===== config.mk =====
export PLATFORM = sky130hd
export DESIGN_NAME = idx_bus_seq
export DESIGN_NICKNAME = d
export VERILOG_FILES = /design/src/rtl/idx_bus_seq_pkg.sv /design/src/rtl/idx_addr_gen.sv /design/src/rtl/idx_modify_unit.sv /design/src/rtl/idx_bus_seq.sv
export SDC_FILE = /design/constraint.sdc
export NUM_CORES = 1
export LEC_CHECK = 0
export BUFFER_PORTS_ARGS = -buffer_cell sky130_fd_sc_hd__buf_2
export CORE_MARGIN = 2
export CORE_UTILIZATION = 38
export CTS_BUF_LIST = sky130_fd_sc_hd__clkbuf_8
export DETAILED_ROUTE_END_ITERATION = 8
export SYNTH_ARGS = -nofsm -noshare
export SYNTH_HDL_FRONTEND = slang
export SYNTH_SLANG_ARGS = --single-unit

===== constraint.sdc =====
create_clock -name clk -period 3.3 [get_ports clk]
set_clock_uncertainty 0.1 [all_clocks]
set_input_delay 0.33 -clock clk [delete_from_list [all_inputs] [get_ports clk]]
set_output_delay 0.33 -clock clk [all_outputs]
set_load 0.01 [all_outputs]

===== src/rtl/idx_bus_seq_pkg.sv =====
package idx_bus_seq_pkg;

    typedef enum logic [2:0] {
        SQ_IDLE  = 3'd0,
        SQ_BASLO = 3'd1,
        SQ_BASHI = 3'd2,
        SQ_ZPDUM = 3'd3,
        SQ_RAW   = 3'd4,
        SQ_FIX   = 3'd5,
        SQ_WOLD  = 3'd6,
        SQ_WNEW  = 3'd7
    } seq_st_e;

    typedef enum logic [1:0] {
        FN_INC = 2'd0,
        FN_DEC = 2'd1,
        FN_SHL = 2'd2,
        FN_SHR = 2'd3
    } mod_fn_e;

    localparam logic MODE_PAGE0 = 1'b0;
    localparam logic MODE_FULL  = 1'b1;

endpackage


===== src/rtl/idx_addr_gen.sv =====
module idx_addr_gen #(
    parameter int AW = 16,
    parameter int DW = 8
) (
    input  logic [DW-1:0]    base_lo,
    input  logic [AW-DW-1:0] base_hi,
    input  logic [DW-1:0]    index,
    output logic             carry,
    output logic [AW-1:0]    page0_ea,
    output logic [AW-1:0]    raw_ea,
    output logic [AW-1:0]    fix_ea
);
    localparam int HW = AW - DW;

    logic [DW:0] sum;

    always_comb begin
        sum      = {1'b0, base_lo} + {1'b0, index};
        carry    = sum[DW];
        page0_ea = {{HW{1'b0}}, sum[DW-1:0]};
        raw_ea   = {base_hi, sum[DW-1:0]};
        fix_ea   = {base_hi + HW'(sum[DW]), sum[DW-1:0]};
    end
endmodule


===== src/rtl/idx_modify_unit.sv =====
module idx_modify_unit #(
    parameter int DW = 8
) (
    input  logic [1:0]    fn,
    input  logic [DW-1:0] din,
    output logic [DW-1:0] dout
);
    import idx_bus_seq_pkg::*;

    always_comb begin
        unique case (mod_fn_e'(fn))
            FN_INC:  dout = din + DW'(1);
            FN_DEC:  dout = din - DW'(1);
            FN_SHL:  dout = {din[DW-2:0], 1'b0};
            default: dout = {1'b0, din[DW-1:1]};
        endcase
    end
endmodule


===== src/rtl/idx_bus_seq.sv =====
module idx_bus_seq #(
    parameter int AW = 16,
    parameter int DW = 8
) (
    input  logic          clk,
    input  logic          rst_n,
    input  logic          start,
    input  logic          mode,
    input  logic [1:0]    op,
    input  logic [1:0]    fn,
    input  logic [DW-1:0] idx,
    input  logic [AW-1:0] oper_addr,
    input  logic [DW-1:0] st_data,
    input  logic [DW-1:0] rd_data,
    output logic [AW-1:0] bus_addr,
    output logic          bus_rw,
    output logic [DW-1:0] bus_wdata,
    output logic          busy,
    output logic          done
);
    import idx_bus_seq_pkg::*;

    localparam int HW = AW - DW;

    typedef struct packed {
        seq_st_e       st;
        logic          mode;
        logic [1:0]    op;
        logic [1:0]    fn;
        logic [DW-1:0] idx;
        logic [AW-1:0] ptr;
        logic [DW-1:0] lo;
        logic [HW-1:0] hi;
        logic [DW-1:0] val;
        logic [DW-1:0] wd;
    } seq_state_t;

    seq_state_t state_d, state_q;

    logic          carry;
    logic [AW-1:0] page0_ea, raw_ea, fix_ea, final_ea;
    logic [DW-1:0] mod_val;
    logic          is_rmw, is_wr;

    idx_addr_gen #(.AW(AW), .DW(DW)) u_addr (
        .base_lo  (state_q.lo),
        .base_hi  (state_q.hi),
        .index    (state_q.idx),
        .carry    (carry),
        .page0_ea (page0_ea),
        .raw_ea   (raw_ea),
        .fix_ea   (fix_ea)
    );

    idx_modify_unit #(.DW(DW)) u_mod (
        .fn   (state_q.fn),
        .din  (state_q.val),
        .dout (mod_val)
    );

    always_comb begin
        is_rmw   = state_q.op[1];
        is_wr    = !state_q.op[1] && state_q.op[0];
        final_ea = (state_q.mode == MODE_FULL) ? fix_ea : page0_ea;
    end

    always_comb begin
        state_d   = state_q;
        bus_addr  = '0;
        bus_rw    = 1'b1;
        bus_wdata = '0;
        done      = 1'b0;
        unique case (state_q.st)
            SQ_IDLE: begin
                if (start) begin
                    state_d.st   = SQ_BASLO;
                    state_d.mode = mode;
                    state_d.op   = op;
                    state_d.fn   = fn;
                    state_d.idx  = idx;
                    state_d.ptr  = oper_addr;
                    state_d.wd   = st_data;
                end
            end
            SQ_BASLO: begin
                bus_addr   = state_q.ptr;
                state_d.lo = rd_data;
                state_d.st = (state_q.mode == MODE_FULL) ? SQ_BASHI : SQ_ZPDUM;
            end
            SQ_BASHI: begin
                bus_addr   = state_q.ptr + AW'(1);
                state_d.hi = HW'(rd_data);
                state_d.st = SQ_RAW;
            end
            SQ_ZPDUM: begin
                bus_addr   = {{HW{1'b0}}, state_q.lo};
                state_d.st = SQ_RAW;
            end
            SQ_RAW: begin
                if (state_q.mode == MODE_PAGE0) begin
                    bus_addr = page0_ea;
                    if (is_rmw) begin
                        state_d.val = rd_data;
                        state_d.st  = SQ_WOLD;
                    end else begin
                        bus_rw     = !is_wr;
                        bus_wdata  = is_wr ? state_q.wd : '0;
                        done       = 1'b1;
                        state_d.st = SQ_IDLE;
                    end
                end else begin
                    bus_addr = raw_ea;
                    if (!is_rmw && !is_wr && !carry) begin
                        done       = 1'b1;
                        state_d.st = SQ_IDLE;
                    end else begin
                        state_d.st = SQ_FIX;
                    end
                end
            end
            SQ_FIX: begin
                bus_addr = fix_ea;
                if (is_rmw) begin
                    state_d.val = rd_data;
                    state_d.st  = SQ_WOLD;
                end else begin
                    bus_rw     = !is_wr;
                    bus_wdata  = is_wr ? state_q.wd : '0;
                    done       = 1'b1;
                    state_d.st = SQ_IDLE;
                end
            end
            SQ_WOLD: begin
                bus_addr   = final_ea;
                bus_rw     = 1'b0;
                bus_wdata  = state_q.val;
                state_d.st = SQ_WNEW;
            end
            default: begin
                bus_addr   = final_ea;
                bus_rw     = 1'b0;
                bus_wdata  = mod_val;
                done       = 1'b1;
                state_d.st = SQ_IDLE;
            end
        endcase
        busy = (state_q.st != SQ_IDLE);
    end

    always_ff @(posedge clk or negedge rst_n) begin
        if (!rst_n) begin
            state_q    <= '0;
            state_q.st <= SQ_IDLE;
        end else begin
            state_q <= state_d;
        end
    end
endmodule


# [Word-level counts from Yosys, hierarchy flattened]
# Index checks and enable logic that the tools add are counted.
# W data, S select, Z words.
[word_totals] reg_bits=64 elab_cells=64
[op_classes] addsub=5 eq_ne=10 muxes=24 reduce_logical=15
[ops] op="$pmux W16 S6" count=1
[ops] op="$mux W8" count=5
[ops] op="$mux W16" count=2
[ops] op="$mux W32" count=1
[ops] op="$pmux W8 S4" count=1
[ops] op="$pmux W8 S3" count=1
[ops] op="$pmux W3 S6" count=1
[ops] op="$add A16 B1 Y16 const B" count=1
[ops] op="$pmux W8 S2" count=1
[ops] op="$add A8 B8 Y9" count=1
[ops] op="$eq A3 B3 Y1 const B" count=3
[ops] op="$mux W3" count=3
[ops] op="$add A8 B1 Y8" count=1
[ops] op="$add A8 B1 Y8 const B" count=1
[ops] op="$sub A8 B1 Y8 const B" count=1
[ops] op="$eq A3 B2 Y1 const B" count=2
[ops] op="$mux W1" count=6
[ops] op="$pmux W1 S3" count=2
[ops] op="$reduce_or A5 Y1" count=1
[ops] op="$ne A2 B2 Y1 const B" count=2
[ops] op="$reduce_and A2 Y1" count=2
[ops] op="$reduce_or A4 Y1" count=1
[ops] op="$eq A3 B1 Y1 const B" count=1
[ops] op="$logic_and A1 B1 Y1" count=3
[ops] op="other kinds (8)" count=10

# [Longest topological paths before layout]
# Gate-level depths: netlist of the first run.
[depth] word_depth=8 mapped_depth=14

# [By module]
# From an unflattened synthesis of the first run, not the netlist that was laid out.
[unflattened] hier_cells=549 area_unflattened_um2=5106.1
[by_module_without_submodules] mod="idx_bus_seq" instances=1 cells_per_inst=401 area_per_inst_um2=3977.6 seq_area_each_um2=1601.5
[by_module_without_submodules] mod="idx_addr_gen" instances=1 cells_per_inst=84 area_per_inst_um2=671.9 seq_area_each_um2=0.0
[by_module_without_submodules] mod="idx_modify_unit" instances=1 cells_per_inst=64 area_per_inst_um2=456.7 seq_area_each_um2=0.0

# [Worst setup path after synthesis of the first run]
# Ideal clock, no wire load.
[synth_timing] path_kind="register to output" startpoint="register state_q[24] (netlist bit)" endpoint="output port bus_addr[12]" arrival_ps=2724 slack_ps=146 path_stages_with_launch=14 path_cell_list="dfrtp_1 > ha_1 > inv_1 > fa_1 > nor2b_1 > o31a_1 > o221a_2 > or2_2 > ha_1 > ha_1 > and3_1 > xnor2_1 > o22ai_1 > o21bai_1"
[synth_between] elab_chain_cells=4
[synth_lines] element="from (decl)" line="idx_bus_seq.sv:38" text="seq_state_t state_d, state_q;"
[synth_lines] element="from (signal assigned)" line="idx_bus_seq.sv:155" text="state_q <= state_d;"
[synth_lines] element="$add A8 B8 Y9 *" line="idx_addr_gen.sv:18" text="sum = {1'b0, base_lo} + {1'b0, index};"
[synth_lines] element="$add A8 B1 Y8 *" line="idx_addr_gen.sv:22" text="fix_ea = {base_hi + HW'(sum[DW]), sum[DW-1:0]};"
[synth_lines] element="$mux W16" line="idx_bus_seq.sv:64" text="final_ea = (state_q.mode == MODE_FULL) ? fix_ea : page0_ea;"
[synth_lines] element="$pmux W16 S6 *" line="idx_bus_seq.sv:73" text="unique case (state_q.st)"
[synth_lines] element="to (decl)" line="idx_bus_seq.sv:15" text="output logic [AW-1:0] bus_addr,"
# Mark *: on every way between the ends. The rest lies on a longest branch, timed or not.

# [Worst setup path in the final report of the first run]
[layout_timing] startpoint="register state_q[48] (netlist bit)" endpoint="output port bus_addr[14]"
# The elaborated chain is that of the path after synthesis.

==> metrics.txt, run 1 <==
# TYPE chip_impl_metric gauge
chip_impl_info{name="status",value="finished with violations"} 1
chip_impl_info{name="violations",value="negative setup slack"} 1
chip_impl_metric{name="synth-warning-count",unit=""} 0
chip_impl_info{name="synth_top_cells_by_area",value="sky130_fd_sc_hd__dfrtp_1 (37%), sky130_fd_sc_hd__mux2_2 (14%), sky130_fd_sc_hd__ha_1 (4.9%), sky130_fd_sc_hd__nand2_1 (4.7%), sky130_fd_sc_hd__o21ai_0 (3.8%)"} 1
chip_impl_info{name="most_repeated_cell_in_the_gate_level_netlist_after_synthesis",value="sky130_fd_sc_hd__dfrtp_1"} 1
chip_impl_metric{name="post-route-drc-count",unit=""} 0
chip_impl_metric{name="path_max_fanout",unit=""} 2
chip_impl_info{name="critPathTopFamily",value="adder cells"} 1
chip_impl_info{name="path_cells",value="ha_2 -> inv_2 -> fa_2 -> nor2b_4 -> o31a_1 -> o221a_2 -> or2_4 -> ha_4 -> ha_4 -> and3_4 -> nand3_2 -> xnor2_2 -> nand2_1 -> o221ai_2 -> buf_2"} 1
chip_impl_metric{name="design_area",unit="sq mm"} 0.00531
chip_impl_metric{name="critPathBufInv",unit=""} 2
chip_impl_metric{name="worst-endpoint-arrival",unit="ps"} 3060
chip_impl_metric{name="grt_start_max_net_pins",unit=""} 34
chip_impl_metric{name="tritoncts_num_sinks",unit=""} 64
chip_impl_metric{name="area_delta_synth_final",unit="%"} 21.8
chip_impl_metric{name="post_route_cells_drive_above_1_share",unit="%"} 36.9
chip_impl_info{name="cpMaxStageDelayCell",value="sky130_fd_sc_hd__dfrtp_1"} 1
chip_impl_metric{name="clkLatencyLatePin",unit="ps"} 370
chip_impl_metric{name="route.final.wire_length",unit="mm"} 12.1
chip_impl_metric{name="synth_area",unit="sq mm"} 0.00436
chip_impl_metric{name="numPlacedInstances",unit=""} 670
chip_impl_metric{name="p_leak",unit="nW"} 2.31
chip_impl_metric{name="worst_slack",unit="ps"} -187
chip_impl_metric{name="netlist_instances",unit=""} 453
chip_impl_metric{name="fill_cells",unit=""} 1115
chip_impl_metric{name="synth.net_count",unit=""} 520
chip_impl_metric{name="top_level_ports",unit=""} 75
chip_impl_metric{name="multi_input_comb_area",unit="sq mm"} 0.00270
chip_impl_metric{name="detailed_place.area",unit="sq mm"} 0.00499
chip_impl_metric{name="slew-limit-headroom",unit="%"} 34.5
chip_impl_metric{name="htree_num_levels",unit=""} 3
chip_impl_metric{name="p_comb_share",unit="%"} 61.8
chip_impl_metric{name="stdcell_count",unit=""} 691
chip_impl_metric{name="synth-edff-count",unit=""} 0
chip_impl_metric{name="power.internal",unit="mW"} 3.26
chip_impl_metric{name="synth_mux_area_share",unit="%"} 15.8
chip_impl_metric{name="timing.final.hold_violations",unit=""} 0
chip_impl_metric{name="row_cnt",unit=""} 39
chip_impl_metric{name="crit_path_max_incr_delay",unit="ps"} 390
chip_impl_metric{name="synthAdderAreaFrac",unit="%"} 5.80
chip_impl_metric{name="syn_area_cell",unit="sq um"} 9.62
chip_impl_metric{name="worstMarginPinSlew",unit="ps"} 981
chip_impl_info{name="crit_start",value="state_q[48]"} 1
chip_impl_metric{name="wl_per_cell",unit="microns"} 17.4
chip_impl_metric{name="synth_sequential_area_ratio",unit="%"} 36.7
chip_impl_info{name="cts.root.buffer_cell",value="sky130_fd_sc_hd__clkbuf_8"} 1
chip_impl_metric{name="diodes",unit=""} 0
chip_impl_info{name="ys_dominant_reg_cell",value="sky130_fd_sc_hd__dfrtp_1"} 1
chip_impl_metric{name="grt_util_all_layers",unit="%"} 20.2
chip_impl_metric{name="fin_tns_setup",unit="ps"} -826
chip_impl_info{name="critical_path_class",value="flop to output pin"} 1
chip_impl_info{name="worst_setup_path_end_kind",value="output pin"} 1
chip_impl_metric{name="clock.fmax",unit="MHz"} 287
chip_impl_metric{name="switching_share",unit="%"} 45.7
chip_impl_metric{name="first_pass_grt_wire_length",unit="mm"} 19.9
chip_impl_metric{name="viasPerCell",unit=""} 5.59
chip_impl_metric{name="synth.lib_cells_used.distinct",unit=""} 62
chip_impl_metric{name="p_per_area",unit="mW/mm^2"} 1130
chip_impl_metric{name="clock_power_share",unit="%"} 10.3
chip_impl_metric{name="final_period_minus_worst_setup_slack",unit="ps"} 3490
chip_impl_metric{name="ff_latch_area",unit="sq mm"} 0.00160
chip_impl_info{name="regToRegStartpoint",value="state_q[48]"} 1
chip_impl_metric{name="max-clock-path-buffers",unit=""} 2
chip_impl_metric{name="ys_ff_latch",unit=""} 64
chip_impl_metric{name="routed-via-count",unit=""} 3863
chip_impl_info{name="start_kind",value="flop"} 1
chip_impl_metric{name="place.port_buffers",unit=""} 74
chip_impl_metric{name="drt_pass_1_iters",unit=""} 4
chip_impl_metric{name="timing.final.crit_share",unit="%"} 106
chip_impl_metric{name="max-cap-violations",unit=""} 0
chip_impl_metric{name="dieArea",unit="sq mm"} 0.0123
chip_impl_info{name="synth_commonest_cells",value="sky130_fd_sc_hd__dfrtp_1 (64), sky130_fd_sc_hd__mux2_2 (55), sky130_fd_sc_hd__nand2_1 (54)"} 1
chip_impl_metric{name="core-area",unit="sq mm"} 0.0113
chip_impl_metric{name="worst_ir_drop_vdd",unit="mV"} 0.562
chip_impl_metric{name="dp.final_hpwl",unit="mm"} 8.99
chip_impl_metric{name="yosysTopAreaCellShare",unit="%"} 36.7
chip_impl_metric{name="setup_viol",unit=""} 5
chip_impl_metric{name="drv_slew",unit=""} 0
chip_impl_metric{name="crit_required",unit="ps"} 2870
chip_impl_info{name="hold_path.startpoint",value="oper_addr[10]"} 1
chip_impl_metric{name="pwr-share-seq",unit="%"} 27.9
chip_impl_metric{name="nNetsFinal",unit=""} 610
chip_impl_info{name="min_path_type",value="input port to flop"} 1
chip_impl_metric{name="worst_setup_hold_path_clk_slew",unit="ps"} 80
chip_impl_info{name="cts_tree",value="built"} 1
chip_impl_metric{name="grt_antenna_before_repair",unit=""} 0
chip_impl_info{name="dominant_combinational_cell_family_by_area_after_synthesis",value="compound AO/OA/AOI/OAI gates"} 1
chip_impl_metric{name="synth_simple_gate_area_share",unit="%"} 15.9
chip_impl_metric{name="ys_async_sr_fraction",unit="%"} 100
chip_impl_metric{name="complex_gate_fraction_of_the_synthesized_area",unit="%"} 17.7
chip_impl_metric{name="dieWidth",unit="microns"} 111
chip_impl_metric{name="drt.antenna.violating_nets",unit=""} 0
chip_impl_info{name="timing.critical_path.mode_cell",value="sky130_fd_sc_hd__ha_4"} 1
chip_impl_metric{name="place_congestion",unit=""} 0.876
chip_impl_info{name="setup_repair_after_global_routing_missed_its_margin",value="yes"} 1
chip_impl_metric{name="numCtsBuffers",unit=""} 9
chip_impl_metric{name="global_route.overflow_total",unit=""} 0
chip_impl_metric{name="netSwitchingPower",unit="mW"} 2.75
chip_impl_metric{name="drt_first_iter_violations",unit=""} 273
chip_impl_metric{name="starting_utilization_of_the_core_area",unit="%"} 38.5
chip_impl_info{name="synth_largest_area_cell",value="sky130_fd_sc_hd__dfrtp_1"} 1
chip_impl_metric{name="floorplan.die.height",unit="microns"} 111
chip_impl_metric{name="synth_xor_area_share",unit="%"} 4.22
chip_impl_metric{name="via_count_of_the_first_global_routing_pass",unit=""} 3845
-- layout make-up --
cell class / count / share of cell area, %
clock inverter: 6 / 0.848
clock buffer: 10 / 2.59
sequential: 64 / 30.2
inverter: 16 / 1.13
tap: 143 / 3.37
multi-input combinational: 349 / 50.8
timing repair buffer: 103 / 11.1
-- through the flow --
step	setup slack, ps	hold WS [ps]	power (mW)	utilization, %
finish	-187	64.4	6.01	46.9
global route	-305	70.8	6.55	46.9
CTS	-209	45.8	5.97	46.4
detailed placement	-14.3	95.8	5.22	44.1
global placement	16.1	91.2	5.14	44.1
floorplan	146	-65.6	4.09	-
-- worst min-delay path, stage by stage --
cell and delay (ps):
sky130_fd_sc_hd__buf_2 80, sky130_fd_sc_hd__nand2_1 40, sky130_fd_sc_hd__o21ai_0 60
-- what timing repair did --
action | CTS | global route
hold buffers | 1 | 0
gates resized for setup | 13 | 8
endpoints found under the setup margin | 7 | 9
cloned | 0 | 0
setup buffers | 2 | 2
endpoints found under the hold margin | 7 | 0
pin swaps | 6 | 6
-- sequential cells by signal (all words and copies together) (netlist names) --
signal / count
is_rmw: 1
state_q: 63
-- metal layers --
layer / share of wire (%) / global-route usage [%] / vias up
li1: - / - / 1858
met3: 5.4 / 4.70 / 26
met5: 0 / 0 / -
met4: 2.9 / 8.56 / 0
met2: 47 / 32.1 / 121
met1: 44 / 26.5 / 1858
-- power groups by stage --
stage | Combinational, mW | Sequential, mW | Clock (mW)
after floorplan | 2.60 | 1.49 | 0
after global routing | 4.12 | 1.74 | 0.686
after global placement | 3.49 | 1.64 | 0
final | 3.71 | 1.68 | 0.620
after detailed placement | 3.55 | 1.67 | 0
after CTS | 3.66 | 1.67 | 0.646
-- cells in the final DEF, fill, tap and decap left out, types with 3 or more instances in the layout --
cell / count
sky130_fd_sc_hd__a21o_1: 5
sky130_fd_sc_hd__dfrtp_1: 64
sky130_fd_sc_hd__a22oi_1: 5
sky130_fd_sc_hd__clkbuf_8: 10
sky130_fd_sc_hd__nand2b_1: 3
sky130_fd_sc_hd__clkinvlp_4: 3
sky130_fd_sc_hd__a32oi_1: 10
sky130_fd_sc_hd__nand3_1: 8
sky130_fd_sc_hd__nor3_1: 5
sky130_fd_sc_hd__nand4_1: 3
sky130_fd_sc_hd__o221ai_1: 4
sky130_fd_sc_hd__nor4_2: 3
sky130_fd_sc_hd__o21a_1: 4
sky130_fd_sc_hd__o21ai_0: 32
sky130_fd_sc_hd__nor4_1: 3
sky130_fd_sc_hd__xor2_1: 4
sky130_fd_sc_hd__buf_4: 28
sky130_fd_sc_hd__ha_1: 14
sky130_fd_sc_hd__a21oi_1: 11
sky130_fd_sc_hd__mux2_2: 55
sky130_fd_sc_hd__nor2b_1: 4
sky130_fd_sc_hd__and2_1: 6
sky130_fd_sc_hd__buf_2: 74
sky130_fd_sc_hd__o22ai_1: 5
sky130_fd_sc_hd__nor2_1: 27
sky130_fd_sc_hd__a211oi_1: 8
sky130_fd_sc_hd__mux2i_1: 7
sky130_fd_sc_hd__inv_1: 13
sky130_fd_sc_hd__nand2_1: 54
sky130_fd_sc_hd__xnor2_1: 15
-- kinds of logic (layout without fill, tap and decap cells) --
family / count (synthesis) / after routing
flops: 64 / 64
compound gates: 112 / 112
fa+ha+maj: 19 / 19
xor+xnor: 21 / 21
simple gates: 135 / 135
mux: 62 / 62
buf+inv: 40 / 135
-- path summary, 6_finish.rpt --
| kind | slack [ps] | cells after the start | endpoint |
|---|---|---|---|
| max | -190 | 15 | bus_addr[14] |
| max reg2reg | 1030 | 10 | state_q[61] |
| max in group asynchronous | 2200 | 3 | state_q[57] |
| min in group asynchronous | 230 | 2 | state_q[42] |
| min reg2reg | 410 | 1 | state_q[7] |
| min | 60 | 3 | state_q[42] |
Power figures use the tool's default switching activity.
==> inputs of run 2 (changes only) <==
- ABC_AREA: not set -> 1
==> run 2 against run 1 <==
Compared with the run above:
- the flow now finishes without violations
- via count up 15%
- global-route usage up 1.1 points
- setup slack improved by 330 ps
- final cell count rose by 22%
- sequential cell count is the same
- first-iteration DRC count is 17% higher
- critical path type unchanged
- maximum frequency up 10%
- sequential power decreased by 5%
==> metrics.txt, run 2 <==
# TYPE chip_impl_metric gauge
chip_impl_metric{name="netlist_instances",unit=""} 613
chip_impl_metric{name="synth-edff-count",unit=""} 0
chip_impl_metric{name="stdcell_count",unit=""} 843
chip_impl_metric{name="drt.antenna.violating_nets",unit=""} 0
chip_impl_info{name="most-common-layout-cells",value="sky130_fd_sc_hd__nand2_1 (131), sky130_fd_sc_hd__inv_1 (81), sky130_fd_sc_hd__buf_2 (74)"} 1
chip_impl_metric{name="p_per_area",unit="mW/mm^2"} 1090
chip_impl_metric{name="worst_ir_drop_vdd",unit="mV"} 0.410
chip_impl_info{name="synth_largest_area_cell",value="sky130_fd_sc_hd__dfrtp_1"} 1
chip_impl_metric{name="worst_slack",unit="ps"} 141
chip_impl_metric{name="yosysTopAreaCellShare",unit="%"} 36.3
chip_impl_metric{name="worst_setup_hold_path_clk_slew",unit="ps"} 70
chip_impl_metric{name="via_count_of_the_first_global_routing_pass",unit=""} 4106
chip_impl_metric{name="setup_viol",unit=""} 0
chip_impl_metric{name="wl_per_cell",unit="microns"} 15.6
chip_impl_metric{name="numPlacedInstances",unit=""} 824
chip_impl_metric{name="dp.final_hpwl",unit="mm"} 10.3
chip_impl_metric{name="diodes",unit=""} 0
chip_impl_metric{name="drt_first_iter_violations",unit=""} 319
chip_impl_metric{name="area_delta_synth_final",unit="%"} 19.3
chip_impl_info{name="synth_top_cells_by_area",value="sky130_fd_sc_hd__dfrtp_1 (36%), sky130_fd_sc_hd__nand2_1 (11%), sky130_fd_sc_hd__inv_1 (7.1%), sky130_fd_sc_hd__nand3_1 (6.8%), sky130_fd_sc_hd__a21oi_1 (6.3%)"} 1
chip_impl_metric{name="dieArea",unit="sq mm"} 0.0125
chip_impl_metric{name="floorplan.die.height",unit="microns"} 112
chip_impl_info{name="worst_setup_path_end_kind",value="output pin"} 1
chip_impl_metric{name="path_max_fanout",unit=""} 3
chip_impl_metric{name="clkLatencyLatePin",unit="ps"} 350
chip_impl_metric{name="global_route.overflow_total",unit=""} 0
chip_impl_metric{name="max-clock-path-buffers",unit=""} 2
chip_impl_metric{name="top_level_ports",unit=""} 75
chip_impl_metric{name="max-cap-violations",unit=""} 0
chip_impl_metric{name="drt_pass_1_iters",unit=""} 5
chip_impl_metric{name="synth.lib_cells_used.distinct",unit=""} 38
chip_impl_metric{name="core-area",unit="sq mm"} 0.0114
chip_impl_metric{name="numCtsBuffers",unit=""} 9
chip_impl_metric{name="place_congestion",unit=""} 0.910
chip_impl_info{name="start_kind",value="flop"} 1
chip_impl_metric{name="nNetsFinal",unit=""} 763
chip_impl_info{name="min_path_type",value="input port to flop"} 1
chip_impl_metric{name="p_leak",unit="nW"} 2.74
chip_impl_metric{name="routed-via-count",unit=""} 4435
chip_impl_info{name="cts_tree",value="built"} 1
chip_impl_metric{name="row_cnt",unit=""} 39
chip_impl_info{name="status",value="finished, final reports clean"} 1
chip_impl_metric{name="worst-endpoint-arrival",unit="ps"} 2730
chip_impl_metric{name="tritoncts_num_sinks",unit=""} 64
chip_impl_metric{name="htree_num_levels",unit=""} 3
chip_impl_metric{name="post_route_cells_drive_above_1_share",unit="%"} 21.6
chip_impl_metric{name="clock.fmax",unit="MHz"} 317
chip_impl_info{name="most_repeated_cell_in_the_gate_level_netlist_after_synthesis",value="sky130_fd_sc_hd__nand2_1"} 1
chip_impl_metric{name="starting_utilization_of_the_core_area",unit="%"} 38.9
chip_impl_metric{name="grt_start_max_net_pins",unit=""} 32
chip_impl_info{name="cts.root.buffer_cell",value="sky130_fd_sc_hd__clkbuf_8"} 1
chip_impl_metric{name="final_period_minus_worst_setup_slack",unit="ps"} 3160
chip_impl_metric{name="timing.final.crit_share",unit="%"} 95.7
chip_impl_metric{name="synth-warning-count",unit=""} 0
chip_impl_metric{name="place.port_buffers",unit=""} 74
chip_impl_metric{name="ys_async_sr_fraction",unit="%"} 100
chip_impl_metric{name="dieWidth",unit="microns"} 112
chip_impl_metric{name="largest_register_ffs",unit=""} 63
chip_impl_metric{name="drv_slew",unit=""} 0
chip_impl_metric{name="design_power_total",unit="mW"} 5.75
chip_impl_metric{name="synth_sequential_area_ratio",unit="%"} 36.3
chip_impl_info{name="setup_repair_after_global_routing_missed_its_margin",value="yes"} 1
chip_impl_info{name="mostFrequentLayoutCell",value="sky130_fd_sc_hd__nand2_1"} 1
chip_impl_metric{name="grt_antenna_before_repair",unit=""} 0
chip_impl_metric{name="ff_latch_area",unit="sq mm"} 0.00160
chip_impl_metric{name="crit_required",unit="ps"} 2870
chip_impl_metric{name="grt_util_all_layers",unit="%"} 21.3
chip_impl_info{name="registers.top_by_ff_count",value="state_q"} 1
chip_impl_metric{name="route.final.wire_length",unit="mm"} 13.1
chip_impl_metric{name="fill_cells",unit=""} 1180
chip_impl_metric{name="viasPerCell",unit=""} 5.26
chip_impl_metric{name="slew-limit-headroom",unit="%"} 50.7
chip_impl_info{name="synth_commonest_cells",value="sky130_fd_sc_hd__nand2_1 (135), sky130_fd_sc_hd__inv_1 (83), sky130_fd_sc_hd__dfrtp_1 (64)"} 1
chip_impl_metric{name="synth.net_count",unit=""} 680
chip_impl_metric{name="syn_area_cell",unit="sq um"} 7.21
chip_impl_metric{name="timing.final.hold_violations",unit=""} 0
chip_impl_info{name="critical_path_class",value="flop to output pin"} 1
chip_impl_metric{name="ys_ff_latch",unit=""} 64
chip_impl_metric{name="worstMarginPinSlew",unit="ps"} 737
chip_impl_metric{name="synth_area",unit="sq mm"} 0.00442
chip_impl_metric{name="first_pass_grt_wire_length",unit="mm"} 21.2
chip_impl_info{name="ys_dominant_reg_cell",value="sky130_fd_sc_hd__dfrtp_1"} 1
chip_impl_metric{name="multi_input_comb_area",unit="sq mm"} 0.00249
chip_impl_metric{name="post-route-drc-count",unit=""} 0
chip_impl_metric{name="pre_cts_ws",unit="ps"} 309
-- run 2: changes by cell type in the layout (fill, tap and decap cells not counted), moves of 17 or more --
cell / previous run / this run
sky130_fd_sc_hd__a21oi_1: 11 / 54
sky130_fd_sc_hd__buf_4: 28 / 11
sky130_fd_sc_hd__nand3_1: 8 / 58
sky130_fd_sc_hd__mux2_2: 55 / 18
sky130_fd_sc_hd__inv_1: 13 / 81
sky130_fd_sc_hd__o21ai_0: 32 / 50
sky130_fd_sc_hd__nand2_1: 54 / 131
-- run 2: final cells by class --
class                           instances  share of cell area [%]
Multi-Input combinational cell        447                    47.2
Timing Repair Buffer                   86                    8.78
Inverter                               88                    6.38
Clock buffer                           12                    3.13
Tap cell                              143                    3.39
Clock inverter                          3                   0.783
Sequential cell                        64                    30.4
-- run 2: worst max-delay path: stages (launching register included) --
cell and delay (ps):
sky130_fd_sc_hd__dfrtp_1 370, sky130_fd_sc_hd__ha_2 200, sky130_fd_sc_hd__inv_2 40, sky130_fd_sc_hd__fa_2 400, sky130_fd_sc_hd__inv_2 70, sky130_fd_sc_hd__nand3_2 60
sky130_fd_sc_hd__nand2_2 90, sky130_fd_sc_hd__nand2_2 60, sky130_fd_sc_hd__nand2_2 80, sky130_fd_sc_hd__ha_4 140, sky130_fd_sc_hd__ha_4 140, sky130_fd_sc_hd__nand2_4 50
sky130_fd_sc_hd__inv_2 60, sky130_fd_sc_hd__buf_4 100, sky130_fd_sc_hd__nand4_1 90, sky130_fd_sc_hd__nand3_1 90, sky130_fd_sc_hd__nand2_1 50, sky130_fd_sc_hd__nand3b_1 140
sky130_fd_sc_hd__buf_2 140
-- run 2: cell families (layout without fill, tap and decap cells) --
| group | after synthesis | count (layout) | synth area share (%) |
|---|---|---|---|
| adders and majority gates | 19 | 19 | 5.72 |
| and+or+nand+nor | 281 | 281 | 28.3 |
| muxes | 18 | 18 | 4.59 |
| xor gates and xnor gates | 3 | 3 | 0.595 |
| buffers and inverters | 102 | 189 | 9.35 |
| AOI/OAI and AO/OA | 126 | 126 | 15.2 |
| DFF | 64 | 64 | 36.3 |
-- run 2: where the power goes --
part	internal (mW)	switching, mW	leakage (nW)
Sequential	1.18	0.411	0.747
Combinational	1.32	2.12	1.89
Clock	0.404	0.311	0.106
-- run 2: path summary, 6_finish.rpt --
path                              from           end  slack [ps]  cells after the start
hold / removal              rd_data[6]   state_q[14]         100                      3
max in group asynchronous        rst_n   state_q[56]        1970                      3
hold reg to reg             state_q[7]    state_q[7]         410                      1
setup reg to reg           state_q[63]   state_q[33]        1490                      5
setup / recovery           state_q[48]  bus_addr[14]         140                     18
min in group asynchronous        rst_n   state_q[23]         380                      2
-- run 2: through the flow --
step                instance area [sq um]  setup TNS [ps]  hold slack (ps)  util (%)
floorplan                            4420               0            -65.6         -
global placement                     4950               0              235      43.6
detailed placement                   4950               0              246      43.6
CTS                                  5180               0             79.4      45.5
global route                         5270           -35.7             75.1      46.4
finish                               5270               0             99.3      46.4
-- run 2: metal layers --
layer	vias to the layer above	part of all wire [%]	track usage (%)
li1	2214	-	-
met2	151	48	35.2
met1	2054	44	28.0
met5	-	0	0
met4	0	1.6	6.75
met3	16	6.0	4.52
-- run 2: timing repair --
action                     CTS  global route
pin swaps                    0             6
buffers inserted             1             2
setup endpoints to repair    5             8
hold buffers                 1             0
resized for setup            1            20
hold endpoints to repair    21             0
==> inputs of run 3 (changes only) <==
- CTS_BUF_LIST: sky130_fd_sc_hd__clkbuf_8 -> sky130_fd_sc_hd__clkbuf_4 sky130_fd_sc_hd__clkbuf_8 sky130_fd_sc_hd__clkbuf_16
==> run 3 against run 2 <==
Compared with the run above:
- total power is 4.0% higher
- first-iteration DRC count is 18% higher
- combinational power hardly changed
- hold slack better by 25 ps
- final cell count stayed put
- die area stayed put
- clock power is 38% higher
- critical path depth stayed put
- register-to-register slack hardly changed
- critical path type unchanged
==> metrics.txt, run 3 (synthesis gave the netlist of run 2 again) <==
# TYPE chip_impl_metric gauge
chip_impl_info{name="status",value="finished, final reports clean"} 1
chip_impl_metric{name="max-cap-violations",unit=""} 0
chip_impl_info{name="min_path_type",value="input port to flop"} 1
chip_impl_metric{name="timing.final.crit_share",unit="%"} 95.7
chip_impl_metric{name="post_route_cells_drive_above_1_share",unit="%"} 21.4
chip_impl_metric{name="dieArea",unit="sq mm"} 0.0125
chip_impl_metric{name="clock.fmax",unit="MHz"} 317
chip_impl_metric{name="slew-limit-headroom",unit="%"} 49.8
chip_impl_metric{name="drt_pass_1_iters",unit=""} 6
chip_impl_metric{name="numCtsBuffers",unit=""} 9
chip_impl_metric{name="viasPerCell",unit=""} 5.28
chip_impl_metric{name="dp.final_hpwl",unit="mm"} 10.3
chip_impl_metric{name="post-route-drc-count",unit=""} 0
chip_impl_metric{name="floorplan.die.height",unit="microns"} 112
chip_impl_info{name="registers.top_by_ff_count",value="state_q"} 1
chip_impl_metric{name="place.port_buffers",unit=""} 74
chip_impl_metric{name="fin_tns_setup",unit="ps"} 0
chip_impl_info{name="mostFrequentLayoutCell",value="sky130_fd_sc_hd__nand2_1"} 1
chip_impl_info{name="critPathTopFamily",value="adder cells"} 1
chip_impl_metric{name="diodes",unit=""} 0
chip_impl_info{name="most-common-layout-cells",value="sky130_fd_sc_hd__nand2_1 (131), sky130_fd_sc_hd__inv_1 (80), sky130_fd_sc_hd__buf_2 (74)"} 1
chip_impl_metric{name="worst-r2r-cell-count",unit=""} 5
chip_impl_info{name="start_kind",value="flop"} 1
chip_impl_info{name="timing.critical_path.mode_cell",value="sky130_fd_sc_hd__nand2_2"} 1
chip_impl_info{name="path_cells",value="ha_2 -> inv_2 -> fa_2 -> inv_2 -> nand3_2 -> nand2_2 -> nand2_2 -> nand2_2 -> ha_4 -> ha_4 -> nand2_2 -> inv_2 -> buf_4 -> nand4_1 -> nand3_1 -> nand2_1 -> nand3b_1 -> buf_2"} 1
chip_impl_metric{name="fin_worst_hold_slack",unit="ps"} 124
chip_impl_metric{name="grt_antenna_before_repair",unit=""} 0
chip_impl_metric{name="worst-endpoint-arrival",unit="ps"} 2730
chip_impl_metric{name="setup_viol",unit=""} 0
chip_impl_info{name="regToRegStartpoint",value="state_q[62]"} 1
chip_impl_metric{name="grt_util_all_layers",unit="%"} 21.1
chip_impl_info{name="cts.root.buffer_cell",value="sky130_fd_sc_hd__clkbuf_16"} 1
chip_impl_metric{name="r2r_slack",unit="ps"} 1500
chip_impl_metric{name="nNetsFinal",unit=""} 763
chip_impl_metric{name="tritoncts_num_sinks",unit=""} 64
chip_impl_metric{name="place_congestion",unit=""} 0.910
chip_impl_info{name="worst_setup_path_end_kind",value="output pin"} 1
chip_impl_info{name="cts_tree",value="built"} 1
chip_impl_info{name="cpMaxStageDelayCell",value="sky130_fd_sc_hd__fa_2"} 1
chip_impl_metric{name="final_period_minus_worst_setup_slack",unit="ps"} 3160
chip_impl_metric{name="htree_num_levels",unit=""} 3
chip_impl_info{name="critical_path_class",value="flop to output pin"} 1
chip_impl_metric{name="fill_cells",unit=""} 1164
chip_impl_metric{name="p_per_area",unit="mW/mm^2"} 1120
chip_impl_metric{name="cp_num_cells",unit=""} 18
chip_impl_metric{name="post-route-util",unit="%"} 47.1
chip_impl_metric{name="path_max_fanout",unit=""} 3
chip_impl_metric{name="drv_slew",unit=""} 0
chip_impl_metric{name="clkLatencyLatePin",unit="ps"} 330
chip_impl_metric{name="crit_required",unit="ps"} 2870
chip_impl_info{name="crit_start",value="state_q[48]"} 1
chip_impl_metric{name="first_pass_grt_wire_length",unit="mm"} 21.1
chip_impl_metric{name="top_level_ports",unit=""} 75
chip_impl_metric{name="route.final.wire_length",unit="mm"} 13.0
chip_impl_metric{name="wl_per_cell",unit="microns"} 15.4
chip_impl_metric{name="timing.final.hold_violations",unit=""} 0
chip_impl_metric{name="dieWidth",unit="microns"} 112
chip_impl_metric{name="core-area",unit="sq mm"} 0.0114
chip_impl_metric{name="routed-via-count",unit=""} 4453
chip_impl_metric{name="drt.antenna.violating_nets",unit=""} 0
chip_impl_metric{name="area_delta_synth_final",unit="%"} 21.1
chip_impl_metric{name="drt_first_iter_violations",unit=""} 378
chip_impl_info{name="reg2reg_to",value="state_q[33]"} 1
chip_impl_metric{name="worstMarginPinSlew",unit="ps"} 750
chip_impl_metric{name="global_route.overflow_total",unit=""} 0
chip_impl_metric{name="grt_start_max_net_pins",unit=""} 32
chip_impl_metric{name="row_cnt",unit=""} 39
chip_impl_metric{name="worst_ir_drop_vdd",unit="mV"} 0.429
chip_impl_metric{name="starting_utilization_of_the_core_area",unit="%"} 38.9
chip_impl_metric{name="p_leak",unit="nW"} 2.78
chip_impl_metric{name="crit_path_max_incr_delay",unit="ps"} 400
chip_impl_metric{name="largest_register_ffs",unit=""} 63
chip_impl_metric{name="max-clock-path-buffers",unit=""} 2
chip_impl_metric{name="worst_setup_hold_path_clk_slew",unit="ps"} 50
chip_impl_info{name="critical_path.endpoint",value="bus_addr[14]"} 1
chip_impl_metric{name="via_count_of_the_first_global_routing_pass",unit=""} 4119
chip_impl_metric{name="critPathBufInv",unit=""} 5
==> run 3: changes by cell type in the layout (fill, tap and decap cells not counted), sizes merged <==
cell,before,now
clkinvlp,2,1
clkbuf,12,13
inv,88,87
clkinv,0,1
==> run 3: metal layers <==
metal / vias to the layer above / share of wire (%) / global-route usage (%)
li1: 2223 / - / -
met2: 156 / 48 / 35.2
met1: 2060 / 45 / 27.6
met5: - / 0 / 0
met4: 0 / 1.3 / 6.17
met3: 14 / 5.8 / 4.46
==> run 3: worst min-delay path by stage <==
stage               startpoint           to  slack [ps]  cells past startpoint
CTS                 rd_data[6]  state_q[14]         110                      3
finish              st_data[3]   state_q[3]         120                      2
detailed placement       rst_n  state_q[46]         250                      1
floorplan                rst_n       is_rmw         -70                      0
global route        rd_data[6]  state_q[14]         120                      3
global placement         rst_n  state_q[46]         230                      1
==> run 3: repair_timing <==
action | in CTS | in global routing
endpoints found under the hold margin | 21 | 0
resized for setup | 1 | 16
pin swaps | 0 | 5
buffers inserted | 1 | 2
setup endpoints to repair | 2 | 6
hold buffers | 1 | 0
==> run 3: worst reg2reg max path: cells and delay by family, from the launching register on <==
kind	cells	cell delay, ps
AND/OR/NAND/NOR	2	260
flip-flops	1	450
multiplexers	1	390
buffers and inverters	2	490
==> run 3: per-stage QoR <==
step	instance area, sq um	power (mW)	instances	setup slack (ps)
detailed placement	4950	4.85	824	309
CTS	5280	5.88	841	36.9
floorplan	4420	3.80	613	687
global placement	4950	4.79	824	381
finish	5350	5.98	843	141
global route	5350	6.53	843	-7.23
==> run 3: area by class of cell <==
cell class / count / area (sq um) / share of cell area, %
Sequential cell: 64 / 1600 / 29.9
Tap cell: 143 / 179 / 3.34
Timing Repair Buffer: 86 / 463 / 8.65
Inverter: 88 / 333 / 6.22
Multi-Input combinational cell: 447 / 2460 / 46.0
Clock buffer: 13 / 274 / 5.12
Clock inverter: 2 / 37.5 / 0.701
==> run 3: power by group <==
| group | switching, mW | internal [mW] | leakage (nW) |
|---|---|---|---|
| registers | 0.399 | 1.18 | 0.747 |
| logic | 2.12 | 1.30 | 1.88 |
| clock network | 0.335 | 0.650 | 0.151 |
